File: src/rtl/msi_remap_xlate.sv
module msi_remap_xlate (
  input  logic        clk,
  input  logic        rst_n,
  input  logic        remap_en,
  input  logic        req_valid,
  output logic        req_ready,
  input  logic [63:0] req_addr,
  input  logic [31:0] req_data,
  input  logic [2:0]  req_bytes,
  output logic        fet_req,
  output logic [15:0] fet_index,
  input  logic        fet_ack,
  input  logic        fet_fault,
  input  logic [7:0]  fet_vector,
  input  logic [2:0]  fet_dlv,
  input  logic        fet_trig,
  input  logic        fet_dmode,
  input  logic        fet_rh,
  input  logic [7:0]  fet_dest,
  output logic        out_valid,
  output logic [63:0] out_addr,
  output logic [31:0] out_data,
  output logic        out_vec_mismatch,
  output logic        flt_valid,
  output logic [1:0]  flt_code
);
  localparam logic [11:0] HEAD      = 12'hFEE;
  localparam logic [1:0]  FLT_RSVD  = 2'd1;
  localparam logic [1:0]  FLT_FETCH = 2'd2;
  localparam logic [1:0]  FLT_SIZE  = 2'd3;

  typedef enum logic [1:0] {D_PASS, D_RSVD, D_SIZE, D_FETCH} dec_t;

  logic        busy;
  logic [15:0] idx_q;
  logic [7:0]  vec_q;
  logic        hi_nz_q;
  logic [1:0]  lo_q;
  logic        sub_q;
  logic        pass_q;

  logic        accept;
  logic [15:0] idx_base, idx_calc;
  dec_t        dec;

  assign accept    = req_valid && !busy;
  assign req_ready = !busy;
  assign fet_req   = busy;
  assign fet_index = idx_q;

  assign idx_base = {req_addr[2], req_addr[19:5]};
  assign idx_calc = idx_base + (req_addr[3] ? req_data[15:0] : 16'd0);

  always_comb begin
    if (req_bytes != 3'd4)                dec = D_SIZE;
    else if (!remap_en)                   dec = D_PASS;
    else if (req_addr[63:32] != 32'd0)    dec = D_RSVD;
    else if (req_addr[31:20] != HEAD)     dec = D_RSVD;
    else if (!req_addr[4])                dec = D_PASS;
    else                                  dec = D_FETCH;
  end

  always_ff @(posedge clk) begin
    if (!rst_n) begin
      busy             <= 1'b0;
      idx_q            <= '0;
      vec_q            <= '0;
      hi_nz_q          <= 1'b0;
      lo_q             <= '0;
      sub_q            <= 1'b0;
      pass_q           <= 1'b0;
      out_valid        <= 1'b0;
      out_addr         <= '0;
      out_data         <= '0;
      out_vec_mismatch <= 1'b0;
      flt_valid        <= 1'b0;
      flt_code         <= '0;
    end else begin
      out_valid <= 1'b0;
      flt_valid <= 1'b0;
      if (accept) begin
        case (dec)
          D_PASS: begin
            out_valid        <= 1'b1;
            out_addr         <= req_addr;
            out_data         <= req_data;
            out_vec_mismatch <= 1'b0;
            pass_q           <= 1'b1;
          end
          D_RSVD: begin
            flt_valid <= 1'b1;
            flt_code  <= FLT_RSVD;
          end
          D_SIZE: begin
            flt_valid <= 1'b1;
            flt_code  <= FLT_SIZE;
          end
          default: begin
            busy    <= 1'b1;
            idx_q   <= idx_calc;
            vec_q   <= req_data[7:0];
            hi_nz_q <= req_data[31:16] != 16'd0;
            lo_q    <= req_addr[1:0];
            sub_q   <= req_addr[3];
          end
        endcase
      end else if (busy && fet_ack) begin
        busy <= 1'b0;
        if (fet_fault) begin
          flt_valid <= 1'b1;
          flt_code  <= FLT_FETCH;
        end else if (sub_q && hi_nz_q) begin
          flt_valid <= 1'b1;
          flt_code  <= FLT_RSVD;
        end else begin
          out_valid        <= 1'b1;
          pass_q           <= 1'b0;
          out_addr         <= {32'd0, HEAD, fet_dest, 8'd0, fet_rh, fet_dmode, lo_q};
          out_data         <= {16'd0, fet_trig, 1'b1, 3'd0, fet_dlv, fet_vector};
          out_vec_mismatch <= !sub_q && (vec_q != fet_vector);
        end
      end
    end
  end

  p_one_result_r13: assert property (@(posedge clk) disable iff (!rst_n)
    !(out_valid && flt_valid));

  p_fetch_hold_r13: assert property (@(posedge clk) disable iff (!rst_n)
    (fet_req && !fet_ack) |=> (fet_req && $stable(fet_index) && !req_ready));

  p_pass_r1: assert property (@(posedge clk) disable iff (!rst_n)
    (req_valid && req_ready && !remap_en && req_bytes == 3'd4)
      |=> (out_valid && out_addr == $past(req_addr) && out_data == $past(req_data)));

  p_size_r2: assert property (@(posedge clk) disable iff (!rst_n)
    (req_valid && req_ready && req_bytes != 3'd4)
      |=> (flt_valid && flt_code == FLT_SIZE && !out_valid));

  p_upper_r3: assert property (@(posedge clk) disable iff (!rst_n)
    (req_valid && req_ready && remap_en && req_bytes == 3'd4 && req_addr[63:32] != 32'd0)
      |=> (flt_valid && flt_code == FLT_RSVD));

  p_fetch_fault_r12: assert property (@(posedge clk) disable iff (!rst_n)
    (fet_req && fet_ack && fet_fault) |=> (flt_valid && flt_code == FLT_FETCH));

  p_out_fmt_r11: assert property (@(posedge clk) disable iff (!rst_n)
    (out_valid && !pass_q)
      |-> (out_addr[63:20] == {32'd0, HEAD} && out_data[14] && out_data[31:16] == 16'd0));
endmodule

File: config.mk
export PLATFORM = sky130hd
export DESIGN_NAME = msi_remap_xlate
export DESIGN_NICKNAME = d
export VERILOG_FILES = /design/src/rtl/msi_remap_xlate.sv
export SDC_FILE = /design/constraint.sdc
export NUM_CORES = 1
export LEC_CHECK = 0
export ABC_AREA = 1
export BUFFER_PORTS_ARGS = -buffer_cell sky130_fd_sc_hd__buf_4
export CORE_UTILIZATION = 53
export DETAILED_ROUTE_END_ITERATION = 8
export GPL_TIMING_DRIVEN = 1
export HOLD_SLACK_MARGIN = 0.1
export PLACE_DENSITY = 0.85
export SETUP_SLACK_MARGIN = 0.3
export SLEW_MARGIN = 20
export SYNTH_ARGS = -nofsm -noshare
export SYNTH_HDL_FRONTEND = slang
export SYNTH_SLANG_ARGS = --single-unit
File: constraint.sdc
create_clock -name clk -period 3.6 [get_ports clk]
set_input_delay 0.54 -clock clk [delete_from_list [all_inputs] [get_ports clk]]
set_output_delay 0.54 -clock clk [all_outputs]
set_load 0.02 [all_outputs]
Yosys cells after proc, flatten, opt, wreduce, memory -nomap -nowiden
Cells that the tools add are included.
- RAM bits: 0
- bits in read-only memories: 0
- register bits after elaboration: 130
- memories: 0
- bits in latches: 0
- output and inout port bits: 119
- input port bits: 127
- word-level logic and storage cells: 80
- bitwise operators: 1
- div/mod/pow operators: 0
- eq/ne operators: 10
- muxes and demuxes: 39
- multiply operators: 0
- magnitude comparators: 0
- add/subtract/negate cells: 1
- reductions and logical operators: 17
- shift-type cells: 0
- operator list (cell ; count):
    $mux 64 ; 5
    $mux 32 ; 5
    $reduce_bool 32->1 ; 1
    $mux 1 ; 18
    $mux 2 ; 9
    $add 16x16->16 ; 1
    $mux 16 ; 1
    $reduce_bool 16->1 ; 1
    $ne 12x12->1 const B ; 1
    $ne 8x8->1 ; 1
    $logic_and 1x1->1 ; 4
    $ne 2x1->1 const B ; 2
    $ne 2x2->1 const B ; 2
    $pmux 2 s2 ; 1
    $reduce_and 2->1 ; 2
    $reduce_and 4->1 ; 1
    $ne 3x1->1 const B ; 1
    $ne 3x3->1 const B ; 1
    $reduce_and 3->1 ; 1
    $reduce_bool 3->1 ; 1
    $reduce_or 3->1 ; 1
    $eq 2x1->1 const B ; 1
    $eq 2x2->1 const B ; 1
    $logic_not 1->1 ; 2
    other kinds (4) ; 4

Depth between registers and ports, before layout
Gate-level depths: netlist (run 1).
- depth in word-level cells: 9
- gate-level depth with buffers: 15
- depth with buffers taken out: 15

Worst setup path before layout (run 1)
No wires, ideal clock.
- path type: input -> register
- start point: input port req_addr[3]
- end point: register idx_q[8], in the netlist fet_index[8]
- data arrival time: 2.085 ns
- data required time: 3.491 ns
- buffers on the path: 2
- stages: 13
- library setup time: 0.109 ns
- slack: 1.406 ns
- cell sequence: buf_2 > clkbuf_1 > nand2_1 > inv_1 > ha_1 > or2_0 > and2_1 > nand2_1 > nand2_1 > xnor2_1 > nand2_1 > nand2_1 > inv_1
- word-level cells in the longest chain between the ends: 2
- RTL lines (element ; line ; source):
    start: declaration ; 7 ; input logic [63:0] req_addr,
    $mux 16 ; 52 ; assign idx_calc = idx_base + (req_addr[3] ? req_data[15:0] : 16'd0);
    $add 16x16->16 ; 52 ;
    end signal: assignment ; 100 ; idx_q <= idx_calc;
    end: declaration ; 35 ; logic [15:0] idx_q;
Every way passes these cells.
A chain may end at the register's enable or synchronous reset.

Final worst setup path (run 1)
- start point: input port req_addr[57]
- end point: register out_addr[50]
- word-level cells in the longest chain between the ends: 7
- RTL lines (element ; line ; source):
    $reduce_bool 32->1 ; 57 ; else if (req_addr[63:32] != 32'd0) dec = D_RSVD;
    $mux 2 ; 57 ;
    $mux 2 ; 56 ; else if (!remap_en) dec = D_PASS;
    $mux 2 ; 55 ; if (req_bytes != 3'd4) dec = D_SIZE;
    $logic_not 2->1 ; 82 ; case (dec)
    $ne 2x1->1 (no line) ; -- ;
    $reduce_and 4->1 (no line) ; -- ;
    end signal: assignment ; 85 ; out_addr <= req_addr;
    end signal: assignment ; 118 ; out_addr <= {32'd0, HEAD, fet_dest, 8'd0, fet_rh, fet_dmode, lo_q};
    end: declaration ; 21 ; output logic [63:0] out_addr,
Every way passes these cells.

==> results of run 1 <==
==> final cells by class <==
cell class | count | area, µm²
Clock buffer | 25 | 495.5
Clock inverter | 5 | 100.1
Fill cell | 962 | 3100
Inverter | 105 | 399.1
Multi-Input combinational cell | 605 | 3176
Sequential cell | 130 | 2603
Tap cell | 147 | 183.9
Timing Repair Buffer | 252 | 1904
==> per-stage QoR <==
stage	std cells	cell area, µm²	setup slack [ns]	util	hold WS [ns]
3_3_place_gp	1239	8265	0.6621	0.6910	0.4513
6_report	1269	8861	0.8428	0.7408	0.3941
5_1_grt	1269	8861	0.6343	0.7408	0.3860
3_5_place_dp	1239	8265	0.6095	0.6910	0.4560
4_1_cts	1269	8861	0.8744	0.7408	0.3813
2_1_floorplan	892	6475	1.406	-	0.4416
==> registers in the layout (all words and copies together) (netlist names) <==
register and flops:
flt_code 2, vec_q 8, hi_nz_q 1, fet_index 16, out_data 32, lo_q 2, fet_req 1, out_vec_mismatch 1
out_valid 1, flt_valid 1, sub_q 1, out_addr 64
==> power groups by stage <==
stage | logic, mW | clock network, mW | registers [mW]
floorplan | 0.253 | 0 | 1.56
global placement | 0.513 | 0 | 1.52
detailed placement | 0.521 | 0 | 1.52
CTS | 0.526 | 1.76 | 1.49
global route | 0.580 | 1.82 | 1.50
finish | 0.530 | 1.74 | 1.49
==> placed cells by master (no fill, tap or decap), types with 2 or more instances in the layout <==
cell type / netlist / routed
and2_1: 2 / 2
a21oi_1: 69 / 69
clkbuf_1: 12 / 4
a21oi_2: 10 / 10
nor2_4: 1 / 2
nand4_1: 11 / 11
clkbuf_8: 0 / 4
o211ai_1: 2 / 2
o21ai_1: 2 / 2
nand3_2: 11 / 11
nor4_1: 3 / 3
clkinv_2: 0 / 2
nor2_1: 37 / 36
clkbuf_16: 0 / 17
buf_4: 6 / 251
ha_1: 19 / 19
a31oi_1: 26 / 26
or2_2: 7 / 7
nand2_1: 246 / 246
o31ai_2: 8 / 8
inv_4: 2 / 2
o221ai_1: 11 / 11
nand3_1: 76 / 76
xnor2_1: 5 / 5
bufinv_16: 0 / 3
o21a_1: 9 / 9
inv_1: 100 / 99
o21ai_0: 34 / 34
nand2_4: 2 / 2
nor3_1: 7 / 7
dfxtp_1: 130 / 130
inv_2: 3 / 4
==> how the worst min path moves through the flow <==
| stage | startpoint | to | slack [ns] | cells after the start |
|---|---|---|---|---|
| global placement | out_addr[61] | out_addr[61] | 0.45 | 2 |
| detailed placement | out_addr[56] | out_addr[56] | 0.46 | 2 |
| finish | req_addr[33] | out_addr[33] | 0.39 | 3 |
| CTS | req_addr[0] | lo_q[0] | 0.38 | 3 |
| global route | req_addr[0] | lo_q[0] | 0.39 | 3 |
| floorplan | vec_q[0] | vec_q[0] | 0.44 | 2 |
==> critical path: stages <==
cell and delay, ns:
buf_4 0.12, nor2_1 0.14, nand2_1 0.09, nor2_1 0.11, nand2_1 0.07, nor3_1 0.40
nand4_1 0.15, nand2_1 0.15, inv_1 0.07, ha_1 0.17, nand2_1 0.12, nand2_4 0.08
inv_4 0.34, buf_4 0.28, nand2_1 0.09, a21oi_1 0.16
==> routing by layer <==
metal	global-route usage	routed length [µm]	vias to the layer above
li1	-	-	3362
met1	0.3647	8090	3139
met2	0.5126	9365	303
met3	0.08531	1351	64
met4	0.1636	762	0
met5	0	0	-
==> cells by family after synthesis <==
group	after synthesis	share of synthesized area
AND/OR/NAND/NOR	407	0.2773
AO/OA/AOI/OAI	172	0.1641
buffers and inverters	157	0.1088
flip-flops	130	0.4019
adder cells (fa/ha/maj)	20	0.03981
XOR/XNOR	6	0.008116
==> results.json, run 1 <==
{
  "clk_pin_slew_worst_paths_ns": 0.05,
  "synth_top_area_share": 0.4019,
  "fin_crit_ns": 2.757,
  "drtAntennaViolNets": 0,
  "p_per_area_nw_per_um2": 425.1,
  "synth_area_leader_cell": "dfxtp_1",
  "antenna_found_initial": 0,
  "drt-total-wl_um": 19570,
  "p_int_mw": 2.848,
  "slew_violations": 0,
  "grt_pass1_wl_um": 30750,
  "end_kind": "flip-flop",
  "rrSetupSlack_ns": 1.70,
  "postSynth.asyncResetShare": 0,
  "p_total_mw": 3.767,
  "die_w_um": 112.5,
  "n_antenna_cell": 0,
  "combPwrFrac": 0.141,
  "worstMarginPinSlew_ns": 0.7431,
  "io_pins": 246,
  "wl_per_cell_um": 15.42,
  "nets": 1258,
  "r2r_end": "out_data[7]",
  "dp_hpwl_um": 13620,
  "drt_pre_antenna_iters": 7,
  "slew_headroom": 0.5039,
  "crit_fanout": 42,
  "yosys-top-cells-area": "dfxtp_1 40%, nand2_1 14%, nand3_1 5.9%",
  "ctsResizeCount": 0,
  "area_delta_synth_final_pct": 36.85,
  "hold_viol_final": 0,
  "route.detailed.drc": 1,
  "cap_violations": 0,
  "cts_setup_buffers": 0,
  "grt_pass1_vias": 6446,
  "core-area_um2": 11960,
  "fin_skew_ns": 0.005738,
  "cp_data_arrival_time_ns": 3.09,
  "cts_made_buffers": 17,
  "power_frac_seq": 0.396,
  "cts_tree": "built",
  "yosysMostFrequentCell": "nand2_1",
  "setup_viol": 0,
  "max_freq_mhz": 362.7,
  "tns_ns": 0,
  "p_switching_uw": 918.6,
  "clk_latency_ns": 0.42,
  "via_count": 6868,
  "synthTopCellsByCount": "246 x nand2_1, 130 x dfxtp_1, 100 x inv_1, 76 x nand3_1, 69 x a21oi_1",
  "p_clk_frac": 0.463,
  "numPortBuffers": 245,
  "leakage_nw": 4.317,
  "ir_drop_mv": 0.3174,
  "grt_overflow": 0,
  "netlist_instances": 892,
  "crit_end": "out_addr[50]",
  "synth_area_um2": 6475,
  "min_path_type": "input port to flip-flop",
  "start_util": 0.5413,
  "synthesis.nets": 1039,
  "switching_share": 0.2439,
  "synth-edff-count": 0,
  "r2r_cells": 7,
  "grt_usage": 0.3089,
  "grt_max_degree": 114,
  "seq_area_frac_synth": 0.4019,
  "gp_congestion": 0.9005,
  "first_iter_violations": 559,
  "required_ns": 3.93,
  "row_count": 40,
  "detail_route.vias_per_cell": 5.412,
  "die_h_um": 112.5,
  "failed_checks": "design-rule violations",
  "yosysWarnings": 0,
  "r2r_start": "fet_req",
  "crit_type": "input port to flip-flop",
  "outcome": "complete, but fails checks",
  "synth-seq-cells": 130,
  "htreeDepth": 4,
  "synthDistinctLibCells": 39,
  "crit_start": "req_addr[57]",
  "rsz0062_at_grt": "false",
  "critPathLaunchType": "input port",
  "root_buffer": "clkbuf_16",
  "design.die.area_um2": 12660,
  "clock_sinks": 130,
  "syn_area_per_cell_um2": 7.259,
  "cts-hold-fix-buffers": 0,
  "drive_above_1_share": 0.2888,
  "ys.flop_type": "dfxtp_1",
  "clock_path_buffers": 2,
  "period_share": 0.7659
}
Note: power is estimated with default switching activity, not from simulation.
==> run 2: changes to the inputs <==
--- a/config.mk
+++ b/config.mk
@@ -7,11 +7,11 @@
 export LEC_CHECK = 0
 export ABC_AREA = 1
 export BUFFER_PORTS_ARGS = -buffer_cell sky130_fd_sc_hd__buf_4
-export CORE_UTILIZATION = 53
+export CORE_UTILIZATION = 45
 export DETAILED_ROUTE_END_ITERATION = 8
 export GPL_TIMING_DRIVEN = 1
 export HOLD_SLACK_MARGIN = 0.1
-export PLACE_DENSITY = 0.85
+export PLACE_DENSITY = 0.77
 export SETUP_SLACK_MARGIN = 0.3
 export SLEW_MARGIN = 20
 export SYNTH_ARGS = -nofsm -noshare
==> constraint.sdc (replaced) <==
create_clock -name clk -period 2.5 [get_ports clk]
set_input_delay 0.375 -clock clk [delete_from_list [all_inputs] [get_ports clk]]
set_output_delay 0.375 -clock clk [all_outputs]
set_load 0.02 [all_outputs]
==> run 2 against run 1 <==
  * The run now ends clean
  * Via count shrank 1.4%
  * Combinational power increased by 46%
  * Register-to-register slack lost 1.0 ns
  * Non-clock buffer count is 11 higher
  * Largest cell class unchanged
  * Highest routed layer unchanged
==> results.json, run 2 (synthesized netlist as in run 1, its figures left out) <==
{
  "clock_path_buffers": 2,
  "p_switching_mw": 1.372,
  "p_int_mw": 3.748,
  "die_h_um": 122.0,
  "final_common_cell": "buf_4",
  "numPortBuffers": 245,
  "slew_headroom": 0.5921,
  "r2r_start": "fet_req",
  "end_kind": "flip-flop",
  "n_antenna_cell": 0,
  "root_buffer": "clkbuf_16",
  "instances_no_fill": 1312,
  "cp_data_arrival_time_ns": 2.36,
  "row_count": 43,
  "cts_made_buffers": 17,
  "grt_pass1_wl_um": 30140,
  "hp-start": "req_addr[0]",
  "first_iter_violations": 461,
  "dp_cells": 1283,
  "area_delta_synth_final_pct": 38.34,
  "drtAntennaViolNets": 0,
  "outcome": "finished, final reports clean",
  "ctsResizeCount": 0,
  "nets": 1269,
  "power_frac_seq": 0.420,
  "whs_ns": 0.2154,
  "start_util": 0.4647,
  "via_count": 6773,
  "crit_fanout": 80,
  "cts_tree": "built",
  "tns_ns": 0,
  "required_ns": 2.78,
  "fin_crit_ns": 2.080,
  "leakage_nw": 4.358,
  "route.detailed.drc": 0,
  "hold_viol_final": 0,
  "grt_overflow": 0,
  "grt_usage": 0.2631,
  "path_cells": "buf_4 -> inv_1 -> nand4_1 -> nor3_1 -> buf_4 -> nand4_1 -> nand2_1 -> inv_1 -> ha_1 -> nand2_1 -> nand2_4 -> buf_12 -> o21ai_0 -> a31oi_1",
  "final_cell_mix": "259 x buf_4, 246 x nand2_1, 130 x dfxtp_1, 99 x inv_1, 76 x nand3_1",
  "rsz0062_at_grt": "true",
  "combPwrFrac": 0.151,
  "cts-hold-fix-buffers": 0,
  "setup_viol": 0,
  "critPathLaunchType": "input port",
  "grt_pass1_vias": 6074,
  "gp_congestion": 0.8540,
  "min_path_type": "input port to flip-flop",
  "post-place-ws_ns": -0.01964,
  "antenna_found_initial": 0,
  "finalWorstSetupSlack_ns": 0.4197,
  "cts_setup_buffers": 0,
  "detail_route.vias_per_cell": 5.162,
  "worstMarginPinSlew_ns": 0.6118,
  "ir_drop_mv": 0.4493,
  "grt_max_degree": 81,
  "fin_skew_ns": 0.005743,
  "crit_start": "req_addr[24]",
  "core-area_um2": 13930,
  "slowest_delay_ns": 0.28,
  "dp_hpwl_um": 14290,
  "crit_type": "input port to flip-flop",
  "final_util": 0.6428,
  "drive_above_1_share": 0.2986,
  "design.die.area_um2": 14870,
  "slew_violations": 0,
  "p_clk_frac": 0.430,
  "max_freq_mhz": 480.7,
  "drt-total-wl_um": 19500,
  "drt_pre_antenna_iters": 6,
  "io_pins": 246,
  "p_per_area_nw_per_um2": 571.6,
  "largest_register": "out_addr",
  "htreeDepth": 4,
  "largest_reg_flops": 64,
  "cap_violations": 0,
  "wl_per_cell_um": 14.86,
  "switching_share": 0.2680,
  "die_w_um": 122.0,
  "clk_pin_slew_worst_paths_ns": 0.06,
  "period_share": 0.8321,
  "clock_sinks": 130,
  "crit_slowest_cell": "nor3_1",
  "clk_latency_ns": 0.42
}
-- run 2: cell count changes in the layout (fill, tap and decap cells not counted), moves of 3 or more --
cell        before  now
buf_12           1    4
buf_4          251  259
bufinv_16        3    0
clkbuf_1         4    1
clkinvlp_4       0    4
-- run 2: routing by layer --
metal / global-route usage / part of all wire / up-vias
li1: - / - / 3381
met1: 0.3369 / 0.43 / 3081
met2: 0.4096 / 0.46 / 265
met3: 0.06507 / 0.072 / 46
met4: 0.1327 / 0.035 / 0
met5: 0 / 0 / -
-- run 2: final cells by class --
cell class	instances	area [µm²]
well taps	180	225.2
multi-input cells	605	3187
clock buffers	20	456.7
clock inverters	9	62.56
flip-flops and latches	130	2603
repair buffers	263	2024
fillers	1277	4977
inverters	105	399.1
-- run 2: power by group through the flow --
stage	clock, mW	combinational (mW)	sequential (mW)
2_1_floorplan	0	0.364	2.24
3_3_place_gp	0	0.757	2.19
3_5_place_dp	0	0.767	2.19
4_1_cts	2.24	0.770	2.15
5_1_grt	2.32	0.849	2.15
6_report	2.20	0.772	2.15
-- run 2: through the flow --
step / instance area (µm²) / total power [mW]
final: 8957 / 5.120
after global routing: 8957 / 5.324
after CTS: 8946 / 5.162
after detailed placement: 8427 / 2.958
after global placement: 8427 / 2.948
after floorplan: 6475 / 2.608
-- run 2: critical path, delay by kind of cell --
| kind | cells | cell delay (ns) |
|---|---|---|
| buf+inv | 5 | 0.62 |
| fa+ha+maj | 1 | 0.18 |
| simple gates | 6 | 0.81 |
| compound gates | 2 | 0.30 |
-- run 2: worst paths after layout --
check / endpoint / slack, ns / cells after the start
min: lo_q[0] / 0.22 / 3
max: out_data[2] / 0.42 / 14
max reg2reg: out_data[2] / 0.70 / 6
min reg2reg: out_addr[47] / 0.46 / 2
